**src/rtl/sw_pkg.sv**
```systemverilog
// Shared offsets and register select type for the switch state peripheral.
// Assumes word-aligned register offsets inside a byte-addressed window.
package sw_pkg;
    localparam int OFF_NAME_LEN = 'h00;
    localparam int OFF_NAME_PTR = 'h04;
    localparam int OFF_FLAGS    = 'h08;
    localparam int OFF_STATE    = 'h0C;
    localparam int OFF_STATUS   = 'h10;
    localparam int OFF_ENABLE   = 'h14;

    typedef enum logic [2:0] {
        REG_NONE,
        REG_NAME_LEN,
        REG_NAME_PTR,
        REG_FLAGS,
        REG_STATE,
        REG_STATUS,
        REG_ENABLE
    } reg_sel_e;
endpackage

```
**src/rtl/sw_decode.sv**
```systemverilog
// Address decoder: maps a host address to a register select and flags
// illegal accesses (bad offset, wrong direction, state write on an
// input-only switch). Purely combinational.
module sw_decode
    import sw_pkg::*;
#(
    parameter int ADDR_W  = 12,
    parameter bit OUT_CAP = 1'b0
) (
    input  logic [ADDR_W-1:0] addr,
    input  logic              wr,
    output reg_sel_e          sel_reg,
    output logic              illegal
);
    // Exact match against aligned offsets; anything else selects nothing.
    always_comb begin
        sel_reg = REG_NONE;
        if (addr == ADDR_W'(OFF_NAME_LEN))      sel_reg = REG_NAME_LEN;
        else if (addr == ADDR_W'(OFF_NAME_PTR)) sel_reg = REG_NAME_PTR;
        else if (addr == ADDR_W'(OFF_FLAGS))    sel_reg = REG_FLAGS;
        else if (addr == ADDR_W'(OFF_STATE))    sel_reg = REG_STATE;
        else if (addr == ADDR_W'(OFF_STATUS))   sel_reg = REG_STATUS;
        else if (addr == ADDR_W'(OFF_ENABLE))   sel_reg = REG_ENABLE;
    end

    // Direction legality per register.
    always_comb begin
        unique case (sel_reg)
            REG_NAME_LEN, REG_FLAGS, REG_STATUS: illegal = wr;
            REG_NAME_PTR, REG_ENABLE:            illegal = !wr;
            REG_STATE:                           illegal = wr && !OUT_CAP;
            default:                             illegal = 1'b1;
        endcase
    end
endmodule

```
**src/rtl/sw_out_port.sv**
```systemverilog
// Output write handshake toward the hardware side. On an output-capable
// build a state write raises a request and stalls the host until the
// acknowledge; otherwise all outputs are tied low.
module sw_out_port #(
    parameter int DATA_W  = 32,
    parameter bit OUT_CAP = 1'b0
) (
    input  logic              wr_state,
    input  logic [DATA_W-1:0] wdata,
    input  logic              ack,
    input  logic [DATA_W-1:0] resolved,
    output logic              req,
    output logic [DATA_W-1:0] req_value,
    output logic              stall,
    output logic              upd,
    output logic [DATA_W-1:0] upd_value
);
    generate
        if (OUT_CAP) begin : g_out
            // Request mirrors the pending host write; stall until acknowledged.
            assign req       = wr_state;
            assign req_value = wr_state ? wdata : '0;
            assign stall     = wr_state && !ack;
            assign upd       = wr_state && ack;
            assign upd_value = resolved;
        end else begin : g_in
            logic unused_in;
            // Input-only build: no handshake, inputs intentionally ignored.
            assign unused_in = ^{wr_state, wdata, ack, resolved};
            assign req       = 1'b0;
            assign req_value = '0;
            assign stall     = 1'b0;
            assign upd       = 1'b0;
            assign upd_value = '0;
        end
    endgenerate
endmodule

```
**src/rtl/sw_state_core.sv**
```systemverilog
// State, change flag, enable bit and interrupt register. A hardware set
// has priority over an acknowledge update and over a status-read clear.
// Assumes at most one host event (status read or enable write) per cycle.
module sw_state_core #(
    parameter int DATA_W = 32
) (
    input  logic              clk,
    input  logic              rst_n,
    input  logic              set_valid,
    input  logic [DATA_W-1:0] set_value,
    input  logic              upd_valid,
    input  logic [DATA_W-1:0] upd_value,
    input  logic              status_rd,
    input  logic              en_wr,
    input  logic              en_bit,
    output logic [DATA_W-1:0] state_q,
    output logic              chg_q,
    output logic              en_q,
    output logic              irq_q,
    output logic              status_bit
);
    logic              fire;
    logic [DATA_W-1:0] fire_val;
    logic              en_n;
    logic              chg_n;
    logic              irq_n;

    assign status_bit = chg_q && en_q;

    // Select the winning state source for this cycle.
    always_comb begin
        fire     = set_valid || (upd_valid && (upd_value != state_q));
        fire_val = set_valid ? set_value : upd_value;
    end

    // Next enable, change flag and interrupt level from this cycle's events.
    always_comb begin
        en_n  = en_wr ? en_bit : en_q;
        chg_n = chg_q;
        irq_n = irq_q;
        if (status_rd && status_bit) begin
            chg_n = 1'b0;
            irq_n = 1'b0;
        end
        if (en_wr && chg_q && (en_q != en_bit)) begin
            irq_n = en_bit;
        end
        if (fire) begin
            chg_n = 1'b1;
            if (en_n) irq_n = 1'b1;
        end
    end

    // Register update with synchronous active-low reset.
    always_ff @(posedge clk) begin
        if (!rst_n) begin
            state_q <= '0;
            chg_q   <= 1'b0;
            en_q    <= 1'b0;
            irq_q   <= 1'b0;
        end else begin
            if (fire) state_q <= fire_val;
            chg_q <= chg_n;
            en_q  <= en_n;
            irq_q <= irq_n;
        end
    end
endmodule

```
**src/rtl/sw_state_periph.sv**
```systemverilog
// Top of the switch state peripheral: host register window, hardware-side
// set port, output write handshake, name-copy strobe and error reporting.
// Assumes one host access at a time; an access completes at the edge where
// host_sel and host_ready are both high.
module sw_state_periph
    import sw_pkg::*;
#(
    parameter int  DATA_W       = 32,
    parameter int  WINDOW_BYTES = 4096,
    parameter int  NAME_LEN     = 8,
    parameter bit  OUT_CAP      = 1'b0,
    localparam int ADDR_W       = $clog2(WINDOW_BYTES)
) (
    input  logic              clk,
    input  logic              rst_n,
    input  logic              host_sel,
    input  logic              host_wr,
    input  logic [ADDR_W-1:0] host_addr,
    input  logic [DATA_W-1:0] host_wdata,
    output logic [DATA_W-1:0] host_rdata,
    output logic              host_ready,
    output logic              host_err,
    output logic              err_sticky,
    output logic              irq,
    input  logic              hw_set_valid,
    input  logic [DATA_W-1:0] hw_set_value,
    output logic              out_req,
    output logic [DATA_W-1:0] out_value,
    input  logic              out_ack,
    input  logic [DATA_W-1:0] out_resolved,
    output logic              name_copy_req,
    output logic [DATA_W-1:0] name_copy_addr
);
    reg_sel_e          sel_reg;
    logic              illegal;
    logic              good;
    logic              accept;
    logic              wr_state;
    logic              stall;
    logic              upd;
    logic [DATA_W-1:0] upd_value;
    logic [DATA_W-1:0] state_q;
    logic              chg_q;
    logic              en_q;
    logic              status_bit;

    sw_decode #(.ADDR_W(ADDR_W), .OUT_CAP(OUT_CAP)) u_dec (
        .addr    (host_addr),
        .wr      (host_wr),
        .sel_reg (sel_reg),
        .illegal (illegal)
    );

    // Qualify the decoded access.
    assign good       = host_sel && !illegal;
    assign wr_state   = good && host_wr && (sel_reg == REG_STATE);
    assign host_ready = !stall;
    assign accept     = host_sel && host_ready;
    assign host_err   = host_sel && illegal;

    sw_out_port #(.DATA_W(DATA_W), .OUT_CAP(OUT_CAP)) u_out (
        .wr_state  (wr_state),
        .wdata     (host_wdata),
        .ack       (out_ack),
        .resolved  (out_resolved),
        .req       (out_req),
        .req_value (out_value),
        .stall     (stall),
        .upd       (upd),
        .upd_value (upd_value)
    );

    sw_state_core #(.DATA_W(DATA_W)) u_core (
        .clk        (clk),
        .rst_n      (rst_n),
        .set_valid  (hw_set_valid),
        .set_value  (hw_set_value),
        .upd_valid  (upd),
        .upd_value  (upd_value),
        .status_rd  (good && !host_wr && (sel_reg == REG_STATUS)),
        .en_wr      (good && host_wr && (sel_reg == REG_ENABLE)),
        .en_bit     (host_wdata[0]),
        .state_q    (state_q),
        .chg_q      (chg_q),
        .en_q       (en_q),
        .irq_q      (irq),
        .status_bit (status_bit)
    );

    // Read data mux; zero for writes and illegal accesses.
    always_comb begin
        host_rdata = '0;
        if (good && !host_wr) begin
            unique case (sel_reg)
                REG_NAME_LEN: host_rdata = DATA_W'(NAME_LEN);
                REG_FLAGS:    host_rdata = DATA_W'(OUT_CAP);
                REG_STATE:    host_rdata = state_q;
                REG_STATUS:   host_rdata = DATA_W'(status_bit);
                default:      host_rdata = '0;
            endcase
        end
    end

    // Sticky error flag and one-cycle name-copy request.
    always_ff @(posedge clk) begin
        if (!rst_n) begin
            err_sticky     <= 1'b0;
            name_copy_req  <= 1'b0;
            name_copy_addr <= '0;
        end else begin
            if (host_err) err_sticky <= 1'b1;
            name_copy_req <= accept && good && host_wr && (sel_reg == REG_NAME_PTR);
            if (accept && good && host_wr && (sel_reg == REG_NAME_PTR))
                name_copy_addr <= host_wdata;
        end
    end
endmodule

```
**config.mk**
```make
export PLATFORM = sky130hd
export DESIGN_NAME = sw_state_periph
export DESIGN_NICKNAME = d
export VERILOG_FILES = /design/src/rtl/sw_pkg.sv /design/src/rtl/sw_decode.sv /design/src/rtl/sw_out_port.sv /design/src/rtl/sw_state_core.sv /design/src/rtl/sw_state_periph.sv
export SDC_FILE = /design/constraint.sdc
export NUM_CORES = 1
export LEC_CHECK = 0
export ABC_AREA = 1
export BUFFER_PORTS_ARGS = -buffer_cell sky130_fd_sc_hd__buf_4
export CAP_MARGIN = 40
export CORE_ASPECT_RATIO = 1.2
export CORE_UTILIZATION = 52
export CTS_BUF_LIST = sky130_fd_sc_hd__clkbuf_8 sky130_fd_sc_hd__clkbuf_16
export CTS_CLUSTER_SIZE = 20
export DETAILED_ROUTE_END_ITERATION = 6
export PLACE_DENSITY = 0.86
export REMOVE_ABC_BUFFERS = 1
export SYNTH_ARGS = -nofsm -noshare
export SYNTH_HDL_FRONTEND = slang
export SYNTH_HIERARCHICAL = 1
export SYNTH_SLANG_ARGS = --single-unit
```
**constraint.sdc**
```tcl
create_clock -name clk -period 5 [get_ports clk]
set_clock_uncertainty 0.1 [all_clocks]
set_input_delay 1 -clock clk [delete_from_list [all_inputs] [get_ports clk]]
set_output_delay 1 -clock clk [all_outputs]
set_load 0.02 [all_outputs]
```
Yosys cells after proc, flatten, opt, wreduce, memory -nomap -nowiden. Cells that the tools add are included.

Register bits: 69. Input port bits: 114. Output and inout bits: 102. Logic and storage cells: 54.

Eq/ne operators: 12. Mux-type cells: 16. Reduce and logical (&&, ||, !) cells: 19.

Operators with widths (number): $pmux W32 S3 (1); $mux W32 (1); $eq A12 B4 Y1 const B (2); $eq A12 B5 Y1 const B (2); $mux W3 (6); $logic_and A1 B1 Y1 (13); $eq A12 B3 Y1 const B (1); $logic_not A12 Y1 (1); $eq A3 B3 Y1 const B (3); $mux W1 (7); $eq A3 B2 Y1 const B (2); $reduce_or A4 Y1 (1); $eq A3 B1 Y1 const B (1); $logic_not A1 Y1 (2); $pmux W1 S2 (1); $reduce_bool A2 Y1 (1); $reduce_or A2 Y1 (1); $ne A1 B1 Y1 (1).

Depth between registers and ports, before layout. Gate-level depths: netlist of the first run.

Depth after elaboration: 19. Mapped depth: 17. Mapped depth without buffers: 17.

Cells and area by module. The synthesis of the first run kept the hierarchy.

Modules (own cells, without submodules): sw_state_core (instances 1, cells each 420, area each 2397.3 µm², sequential area each 700.7 µm²); sw_state_periph (instances 1, cells each 308, area each 1814.2 µm², sequential area each 680.7 µm²); sw_out_port (instances 1, cells each 68, area each 506.7 µm², sequential area each 0.0 µm²); sw_decode (instances 1, cells each 53, area each 266.5 µm², sequential area each 0.0 µm²).

Worst setup path after synthesis of the first run. Ideal clock, no wire load.

Kind: input-to-output. Start: input host_addr[11]. End: output host_rdata[10]. Arrival time: 2.416 ns. Required time: 3.900 ns. Setup slack: 1.484 ns. Cell stages on the path: 12. Path buffers: 1. Cell sequence: nor2_1 > nand2_2 > nor2_2 > nand2_2 > nand3_2 > nand2_2 > nand2_1 > nand2_1 > inv_1 > nand3_1 > clkbuf_1 > nor2_1.

Elaborated cells on any way between the ends: 26. Classes of those cells: eq/ne (11); mux (9); reduce/logical (6).

RTL lines: start, declared (line sw_state_periph.sv:18) `input logic [ADDR_W-1:0] host_addr,`; $eq A12 B5 Y1 (line sw_decode.sv:22) `else if (addr == ADDR_W'(OFF_STATUS)) sel_reg = REG_STATUS;`; $mux W3 (line sw_decode.sv:22); $mux W3 (line sw_decode.sv:21) `else if (addr == ADDR_W'(OFF_STATE)) sel_reg = REG_STATE;`; $mux W3 (line sw_decode.sv:20) `else if (addr == ADDR_W'(OFF_FLAGS)) sel_reg = REG_FLAGS;`; $mux W3 (line sw_decode.sv:19) `else if (addr == ADDR_W'(OFF_NAME_PTR)) sel_reg = REG_NAME_PTR;`; $mux W3 (*) (line sw_decode.sv:18) `if (addr == ADDR_W'(OFF_NAME_LEN)) sel_reg = REG_NAME_LEN;`; net sel_reg[0] (line sw_state_periph.sv:34) `reg_sel_e sel_reg;`; $eq A3 B3 Y1, or another cell as far along (line sw_decode.sv:28) `unique case (sel_reg)`; $reduce_or A4 Y1 (no source line) / $reduce_or A2 Y1 (equally long branches); $pmux W1 S2 (*) (line sw_decode.sv:28); net illegal (line sw_state_periph.sv:35) `logic illegal;`; $logic_not A1 Y1 (*) (line sw_state_periph.sv:55) `assign good = host_sel && !illegal;`; $logic_and A1 B1 Y1 (*) (line sw_state_periph.sv:55); $logic_and A1 B1 Y1 (*) (line sw_state_periph.sv:93) `if (good && !host_wr) begin`; $mux W32 (*) (line sw_state_periph.sv:93); end, declared (line sw_state_periph.sv:20) `output logic [DATA_W-1:0] host_rdata,`.

Mark *: on every way through the listed nets, which the timed path passes. The rest lies on a longest branch.

Worst setup path in the final report of the first run.
Start: input host_addr[9]. End: output host_rdata[19].

The elaborated chain is that of the path after synthesis.

==> results.py, run 1 <==
metrics = {
    "detailed_routing": {
        "wl_mm": 10.9,
        "wl_per_cell_microns": 9.98,
        "antenna_left": 0,
        "routed_via_density": 4.48,
        "drt_iter0_drc": 236,
        "vias": 4901,
        "drc": 0,
        "first_pass_iters": 4,
    },
    "outcome": {
        "outcome": "finished with violations",
        "violations": "max-slew violations",
    },
    "floorplan": {
        "chipHeight_microns": 109,
        "start_util_pct": 54.3,
        "die_area_sq_mm": 0.00998,
        "dieWidth_microns": 91.3,
        "coreArea_sq_mm": 0.00918,
        "ioPinCount": 216,
        "num_rows": 38,
    },
    "critical_path": {
        "startpoint_type": "input port",
        "cp.required_ns": 3.90,
        "crit_type": "input port to primary output",
        "worst-path-max-fanout": 19,
        "cp-end-kind": "primary output",
        "crit_arrival_ns": 3.06,
    },
    "power_and_ir_drop": {
        "power_w": 0.00130,
        "leakage_nw": 3.10,
        "p_per_area_mw_per_mm2": 216,
        "peakVddDrop_uv": 138,
    },
    "global_route": {
        "grt_pass1_vias": 4073,
        "grt_pass1_wl_mm": 17.7,
        "grt.overflow.total": 0,
        "antenna_found_initial": 0,
        "grt_max_degree": 69,
        "grt.total_usage_pct": 21.9,
    },
    "cells_and_area": {
        "diodes": 0,
        "nets": 1083,
        "drive_above_1_share_pct": 20.8,
        "syn_to_final_growth_pct": 20.5,
        "fin_cells": 1093,
    },
    "place": {
        "pre_cts_ws_ns": 0.815,
        "place.port_buffers": 148,
        "routabilityCongestion": 0.778,
        "dp_cells": 1078,
        "dp_hpwl_mm": 7.84,
    },
    "clock_tree": {
        "numClockSinks": 69,
        "htreeDepth": 3,
        "worstSkewPairLatency_ns": 0.32,
        "cts_tree": "yes",
        "cts_setup_buffers": 0,
        "cts_made_buffers": 9,
        "cts_root_buf": "clkbuf_8",
        "clock_path_buffers": 2,
        "cts_hold_repair.buffers": 0,
        "cts.repair.resized": 0,
        "clk_pin_slew_ns": 0.07,
    },
    "timing": {
        "max_freq_mhz": 240,
        "setup_tns_ns": 0,
        "period_minus_slack_ns": 4.16,
        "hold_viol": 0,
        "maxSlewHeadroom_pct": -37.2,
        "setup_viol": 0,
        "rsz0062_at_grt": "false",
        "worst_slack_ns": 0.837,
        "holdWs_ns": 0.382,
        "drv_slew": 67,
        "worst_slew_pin_slew_ns": 2.05,
        "post-route-period-util_pct": 83.3,
    },
    "synth": {
        "netlist_instances": 848,
        "syn_area_sq_mm": 0.00498,
        "yosysWarnings": 6,
        "synth_area_per_cell_sq_um": 5.87,
    },
    "run": {
        "max-cap-violations": 0,
    },
    "worst_hold_path": {
        "hp-class": "flip-flop to flip-flop",
    },
}
placed cells by master, fill, tap and decap left out:
cell type / n
xnor2_1: 21
nor2_1: 153
o2111ai_1: 1
clkinvlp_4: 1
a21oi_1: 35
nand2_4: 1
clkbuf_8: 10
buf_12: 1
inv_2: 12
o21ai_0: 13
nor2_2: 8
nand4_1: 2
inv_1: 88
nor2_4: 1
nand3b_1: 1
bufinv_16: 1
dfxtp_1: 69
nand2_1: 248
clkinv_4: 1
clkinv_2: 1
nand3_2: 3
buf_4: 154
inv_6: 1
nand3_1: 69
nor4_1: 1
conb_1: 67
nor3_1: 3
nand2_2: 7
layer usage:
layer	wire length [microns]	global-route usage (%)	part of all wire, %
met2	5230	39.8	48
met5	0	0	0
met3	858	6.49	7.9
met1	4630	24.6	42
met4	191	6.92	1.8
flip-flops by register name, summed over array words and instances (netlist names):
register and count:
name_copy_addr 32, u_core/state_q 32, err_sticky 1, name_copy_req 1, u_core/chg_q 1, u_core/en_q 1, u_core/irq_q 1
report_power, final:
part | switching (W) | total [W] | internal (W) | leakage (nW)
Sequential | 0.0000190 | 0.000590 | 0.000571 | 0.565
Clock | 0.000216 | 0.000459 | 0.000243 | 0.0987
Combinational | 0.000145 | 0.000250 | 0.000106 | 2.44
Total | 0.000380 | 0.00130 | 0.000920 | 3.10
final cells by class:
cell class	instances	area [sq um]
sequential	69	1380
tap	120	150
fill	902	3170
timing repair buffer	155	1180
clock buffer	10	138
inverter	100	375
multi-input combinational	634	2720
clock inverter	5	60.1
through the flow:
step / cell area [sq um] / util (%)
2_1_floorplan: 4480 / -
3_3_place_gp: 5790 / 63.0
3_5_place_dp: 5810 / 63.3
4_1_cts: 6000 / 65.4
5_1_grt: 6000 / 65.4
6_report: 6000 / 65.4
worst paths after layout:
path / endpoint / startpoint / slack (ns) / cells after the start
setup / recovery: host_rdata[19] / host_addr[9] / 0.84 / 14
hold / removal: err_sticky / err_sticky / 0.38 / 2
setup reg to reg: u_core/chg_q / u_core/chg_q / 3.96 / 7
hold reg to reg: err_sticky / err_sticky / 0.38 / 2
worst max-delay path, stage by stage:
cell,delay (ns)
buf_4,0.11
nor2_1,0.12
nand2_2,0.10
nor2_2,0.13
nand2_2,0.08
nand3_2,0.14
nand2_2,0.06
nand2_1,0.05
nand2_1,0.08
inv_1,0.09
nand3_1,0.42
buf_4,0.39
nor2_1,0.13
buf_4,0.15
Note: power is estimated with default switching activity, not from simulation.
==> run 2, diff against run 1 <==
--- a/config.mk
+++ b/config.mk
@@ -9,11 +9,11 @@
 export BUFFER_PORTS_ARGS = -buffer_cell sky130_fd_sc_hd__buf_4
 export CAP_MARGIN = 40
 export CORE_ASPECT_RATIO = 1.2
-export CORE_UTILIZATION = 52
+export CORE_UTILIZATION = 44
 export CTS_BUF_LIST = sky130_fd_sc_hd__clkbuf_8 sky130_fd_sc_hd__clkbuf_16
 export CTS_CLUSTER_SIZE = 20
 export DETAILED_ROUTE_END_ITERATION = 6
-export PLACE_DENSITY = 0.86
+export PLACE_DENSITY = 0.78
 export REMOVE_ABC_BUFFERS = 1
 export SYNTH_ARGS = -nofsm -noshare
 export SYNTH_HDL_FRONTEND = slang
==> constraint.sdc (replaced) <==
create_clock -name clk -period 3.42 [get_ports clk]
set_clock_uncertainty 0.1 [all_clocks]
set_input_delay 0.684 -clock clk [delete_from_list [all_inputs] [get_ports clk]]
set_output_delay 0.684 -clock clk [all_outputs]
set_load 0.02 [all_outputs]
==> results.py, run 2 (synthesis results as in run 1) <==
metrics = {
    "global_route": {
        "grt.overflow.total": 0,
        "grt_pass1_wl_mm": 18.9,
        "grt_max_degree": 75,
        "grt.total_usage_pct": 19.8,
        "antenna_found_initial": 0,
        "grt_pass1_vias": 4231,
    },
    "power_and_ir_drop": {
        "p_per_area_mw_per_mm2": 359,
        "peakVddDrop_uv": 173,
        "power_w": 0.00222,
        "leakage_nw": 3.17,
    },
    "critical_path": {
        "crit_chain": "buf_4, nor2_1, nand2_2, nor2_2, nand2_2, nand2_2, nor2_2, inv_1, inv_1, nor2_1, nand2_1, inv_1, buf_12, nand2_1, nor2_1, buf_4",
        "rr_startpoint": "u_core/chg_q",
        "worst-path-max-fanout": 13,
        "reg2reg_depth": 7,
        "cp.required_ns": 2.64,
        "crit_type": "input port to primary output",
        "cpMaxStageDelayCell": "buf_4",
        "r2r-end": "u_core/irq_q",
        "cp-end-kind": "primary output",
        "worst_path_largest_cell_delay_ns": 0.18,
        "r2r_slack_ns": 2.37,
        "crit_arrival_ns": 2.37,
        "startpoint_type": "input port",
    },
    "clock_tree": {
        "cts_made_buffers": 9,
        "htreeDepth": 3,
        "cts_setup_buffers": 0,
        "cts_hold_repair.buffers": 0,
        "clk_pin_slew_ns": 0.05,
        "worstSkewPairLatency_ns": 0.32,
        "cts.repair.resized": 0,
        "cts_root_buf": "clkbuf_16",
        "clock_path_buffers": 2,
        "numClockSinks": 69,
        "cts_tree": "yes",
    },
    "floorplan": {
        "coreArea_sq_mm": 0.0110,
        "ioPinCount": 216,
        "num_rows": 42,
        "chipHeight_microns": 119,
        "dieWidth_microns": 99.1,
        "start_util_pct": 45.1,
        "die_area_sq_mm": 0.0118,
    },
    "detailed_routing": {
        "wl_mm": 11.9,
        "first_pass_iters": 5,
        "drc": 0,
        "antenna_left": 0,
        "wl_per_cell_microns": 10.7,
        "vias": 4979,
        "routed_via_density": 4.50,
        "drt_iter0_drc": 182,
    },
    "run": {
        "max-cap-violations": 0,
    },
    "timing": {
        "setup_tns_ns": 0,
        "worst_slew_pin_slew_ns": 2.12,
        "hold_viol": 0,
        "rsz0062_at_grt": "false",
        "drv_slew": 67,
        "max_freq_mhz": 317,
        "period_minus_slack_ns": 3.16,
        "setup_viol": 0,
        "post-route-period-util_pct": 92.3,
        "maxSlewHeadroom_pct": -41.4,
    },
    "place": {
        "place.port_buffers": 148,
        "dp_cells": 1091,
        "dp_hpwl_mm": 8.15,
        "routabilityCongestion": 0.794,
        "place_area_sq_mm": 0.00585,
    },
    "cells_and_area": {
        "syn_to_final_growth_pct": 23.8,
        "stdcell_area_sq_mm": 0.00617,
        "final_cell_mix": "nand2_1, nor2_1, buf_4, inv_1",
        "drive_above_1_share_pct": 20.8,
        "diodes": 0,
        "fin_cells": 1107,
        "final_common_cell": "nand2_1",
        "reg_top3": "name_copy_addr (32), u_core/state_q (32)",
        "nets": 1084,
        "utilization_pct": 55.9,
        "fillCellCount": 1146,
    },
    "worst_hold_path": {
        "min-delay-start": "err_sticky",
        "hp-class": "flip-flop to flip-flop",
        "whs_endpoint": "err_sticky",
        "whs_path_depth": 2,
    },
    "outcome": {
        "violations": "max-slew violations",
        "outcome": "finished with violations",
    },
}
==> run 2: cell types whose count changed in the layout (fill, tap and decap cells not counted), sizes merged <==
cell | before | now
buf | 155 | 156
bufinv | 1 | 2
clkbuf | 10 | 9
inv | 101 | 102
==> run 2: worst max-delay path by stage <==
stage / cells past startpoint / startpoint / slack (ns) / endpoint
floorplan: 11 / host_addr[11] / 0.04 / host_rdata[0]
global placement: 16 / host_addr[1] / 0.27 / host_rdata[26]
detailed placement: 16 / host_addr[11] / 0.27 / host_rdata[26]
CTS: 16 / host_addr[11] / 0.25 / host_rdata[26]
global route: 16 / host_addr[1] / 0.01 / host_rdata[26]
finish: 16 / host_addr[1] / 0.26 / host_rdata[26]
==> run 2: where the power goes <==
group          internal (W)  switching [W]  total, W  leakage (nW)
clock              0.000635       0.000349  0.000984         0.157
combinational      0.000154       0.000213  0.000368          2.45
sequential         0.000836      0.0000280  0.000864         0.565
total               0.00163       0.000590   0.00222          3.17
==> run 2: layout make-up <==
cell class              instances  area, sq um  share of cell area, %
multi-input cells             634         2720                   44.1
well taps                     132          165                   2.68
clock buffers                   9          225                   3.65
flip-flops and latches         69         1380                   22.4
repair buffers                156         1210                   19.6
inverters                     100          375                   6.09
clock inverters                 7         90.1                   1.46
==> run 2: stage by stage <==
step	setup WS (ns)	hold slack, ns
global route	0.0139	0.403
floorplan	0.0361	0.358
global placement	0.271	0.349
detailed placement	0.273	0.359
CTS	0.254	0.372
finish	0.263	0.368
==> run 2: worst max-delay path, delay by kind of cell <==
family                 cells  cell delay, ns
and+or+nand+nor           10            0.93
buffers and inverters      6            0.75
==> run 2: routing by layer <==
layer  up-vias  global-route usage [%]  wire length [microns]
met5         -                       0                      0
met4         0                    7.08                    216
met3        16                    3.13                    451
met2       133                    35.1                   6030
met1      2173                    24.0                   5190
li1       2657                       -                      -
==> run 3, diff against run 2 <==
--- a/config.mk
+++ b/config.mk
@@ -8,13 +8,14 @@
 export ABC_AREA = 1
 export BUFFER_PORTS_ARGS = -buffer_cell sky130_fd_sc_hd__buf_4
 export CAP_MARGIN = 40
-export CORE_ASPECT_RATIO = 1.2
 export CORE_UTILIZATION = 44
 export CTS_BUF_LIST = sky130_fd_sc_hd__clkbuf_8 sky130_fd_sc_hd__clkbuf_16
 export CTS_CLUSTER_SIZE = 20
 export DETAILED_ROUTE_END_ITERATION = 6
 export PLACE_DENSITY = 0.78
+export RECOVER_POWER = 25
 export REMOVE_ABC_BUFFERS = 1
+export SLEW_MARGIN = 25
 export SYNTH_ARGS = -nofsm -noshare
 export SYNTH_HDL_FRONTEND = slang
 export SYNTH_HIERARCHICAL = 1
==> results.py, run 3 (synthesis results as in run 1) <==
metrics = {
    "timing": {
        "worst_slack_ns": 0.263,
        "drv_slew": 112,
        "holdWs_ns": 0.367,
        "rsz0062_at_grt": "false",
        "setup_tns_ns": 0,
        "post-route-period-util_pct": 92.3,
        "worst_slew_pin_slew_ns": 2.12,
        "hold_viol": 0,
        "period_minus_slack_ns": 3.16,
        "setup_viol": 0,
        "max_freq_mhz": 317,
        "maxSlewHeadroom_pct": -41.8,
    },
    "clock_tree": {
        "cts_tree": "yes",
        "cts.repair.resized": 0,
        "cts_made_buffers": 9,
        "worstSkewPairLatency_ns": 0.32,
        "htreeDepth": 3,
        "cts_root_buf": "clkbuf_16",
        "clk_pin_slew_ns": 0.06,
        "clock_path_buffers": 2,
        "cts_hold_repair.buffers": 0,
        "cts_setup_buffers": 0,
        "numClockSinks": 69,
    },
    "critical_path": {
        "startpoint_type": "input port",
        "cp-end-kind": "primary output",
        "r2r_slack_ns": 2.35,
        "crit_arrival_ns": 2.37,
        "worst-path-max-fanout": 32,
        "cp.required_ns": 2.64,
        "crit_type": "input port to primary output",
    },
    "cells_and_area": {
        "fin_cells": 1114,
        "drive_above_1_share_pct": 17.8,
        "reg_top3": "name_copy_addr (32), u_core/state_q (32)",
        "nets": 1083,
        "fillCellCount": 1180,
        "utilization_pct": 54.9,
        "diodes": 0,
        "final_common_cell": "nand2_1",
        "seqCellArea_sq_mm": 0.00138,
        "syn_to_final_growth_pct": 20.5,
        "final_cell_mix": "nand2_1, nor2_1, buf_4, inv_1",
        "multi_input_area_sq_mm": 0.00272,
    },
    "global_route": {
        "grt_max_degree": 67,
        "grt.overflow.total": 0,
        "grt_pass1_wl_mm": 18.7,
        "grt_pass1_vias": 4258,
        "grt.total_usage_pct": 19.7,
        "antenna_found_initial": 0,
    },
    "power_and_ir_drop": {
        "p_per_area_mw_per_mm2": 348,
        "leakage_nw": 3.01,
        "peakVddDrop_uv": 197,
    },
    "floorplan": {
        "die_area_sq_mm": 0.0117,
        "chipHeight_microns": 108,
        "num_rows": 38,
        "ioPinCount": 216,
        "start_util_pct": 45.5,
        "dieWidth_microns": 108,
        "coreArea_sq_mm": 0.0109,
    },
    "place": {
        "dp_cells": 1098,
        "routabilityCongestion": 0.833,
        "pre_cts_ws_ns": 0.260,
        "dp_hpwl_mm": 7.82,
        "place.port_buffers": 148,
    },
    "outcome": {
        "violations": "max-capacitance violations, max-slew violations",
        "outcome": "finished with violations",
    },
    "detailed_routing": {
        "drc": 0,
        "routed_via_density": 4.45,
        "antenna_left": 0,
        "wl_mm": 11.7,
        "drt_iter0_drc": 259,
        "wl_per_cell_microns": 10.5,
        "vias": 4959,
        "first_pass_iters": 5,
    },
    "worst_hold_path": {
        "hp-class": "flip-flop to flip-flop",
    },
    "run": {
        "max-cap-violations": 1,
    },
}
run 3: cell types whose count changed in the layout (fill, tap and decap cells not counted), sizes merged:
cell / previous run / this run
bufinv: 2 / 0
clkinv: 2 / 4
buf: 156 / 125
clkbuf: 9 / 39
run 3: final timing paths:
check / startpoint / to / depth (start not counted)
max: host_addr[1] / host_rdata[0] / 16
min: err_sticky / err_sticky / 2
max reg2reg: u_core/chg_q / u_core/irq_q / 7
min reg2reg: err_sticky / err_sticky / 2
run 3: critical path: stages:
cell     delay [ns]
buf_4          0.11
nor2_1         0.17
nand2_1        0.08
nor2_1         0.10
nand2_1        0.07
nand2_2        0.08
nor2_2         0.04
inv_1          0.06
inv_1          0.08
nor2_1         0.13
nand2_1        0.08
inv_1          0.09
buf_12         0.19
nand2_1        0.08
a21oi_1        0.16
buf_4          0.17
run 3: routing by layer:
metal	up-vias	routed length (microns)	part of all wire [%]	GRT usage, %
met5	-	0	0	0
met4	0	51	0.43	4.34
met3	4	674	5.7	3.74
met2	125	5780	49	35.2
met1	2166	5230	45	24.3
li1	2664	-	-	-
run 3: metrics by stage:
step                      total power (W)  area [sq um]
after floorplan                   0.00111          4480
after global placement            0.00124          5840
after detailed placement          0.00124          5840
after CTS                         0.00210          6120
after global routing              0.00219          6000
final                             0.00209          6000
run 3: cell type report:
type | count | area share, %
Sequential cell | 69 | 23.0
Clock inverter | 7 | 0.813
Clock buffer | 9 | 3.75
Multi-Input combinational cell | 634 | 45.3
Tap cell | 140 | 2.92
Timing Repair Buffer | 155 | 17.9
Inverter | 100 | 6.25
run 3: where the power goes:
part | internal [W] | total, W | leakage, nW | switching, W
Clock | 0.000493 | 0.000855 | 0.136 | 0.000362
Combinational | 0.000154 | 0.000367 | 2.31 | 0.000213
Sequential | 0.000836 | 0.000864 | 0.565 | 0.0000285
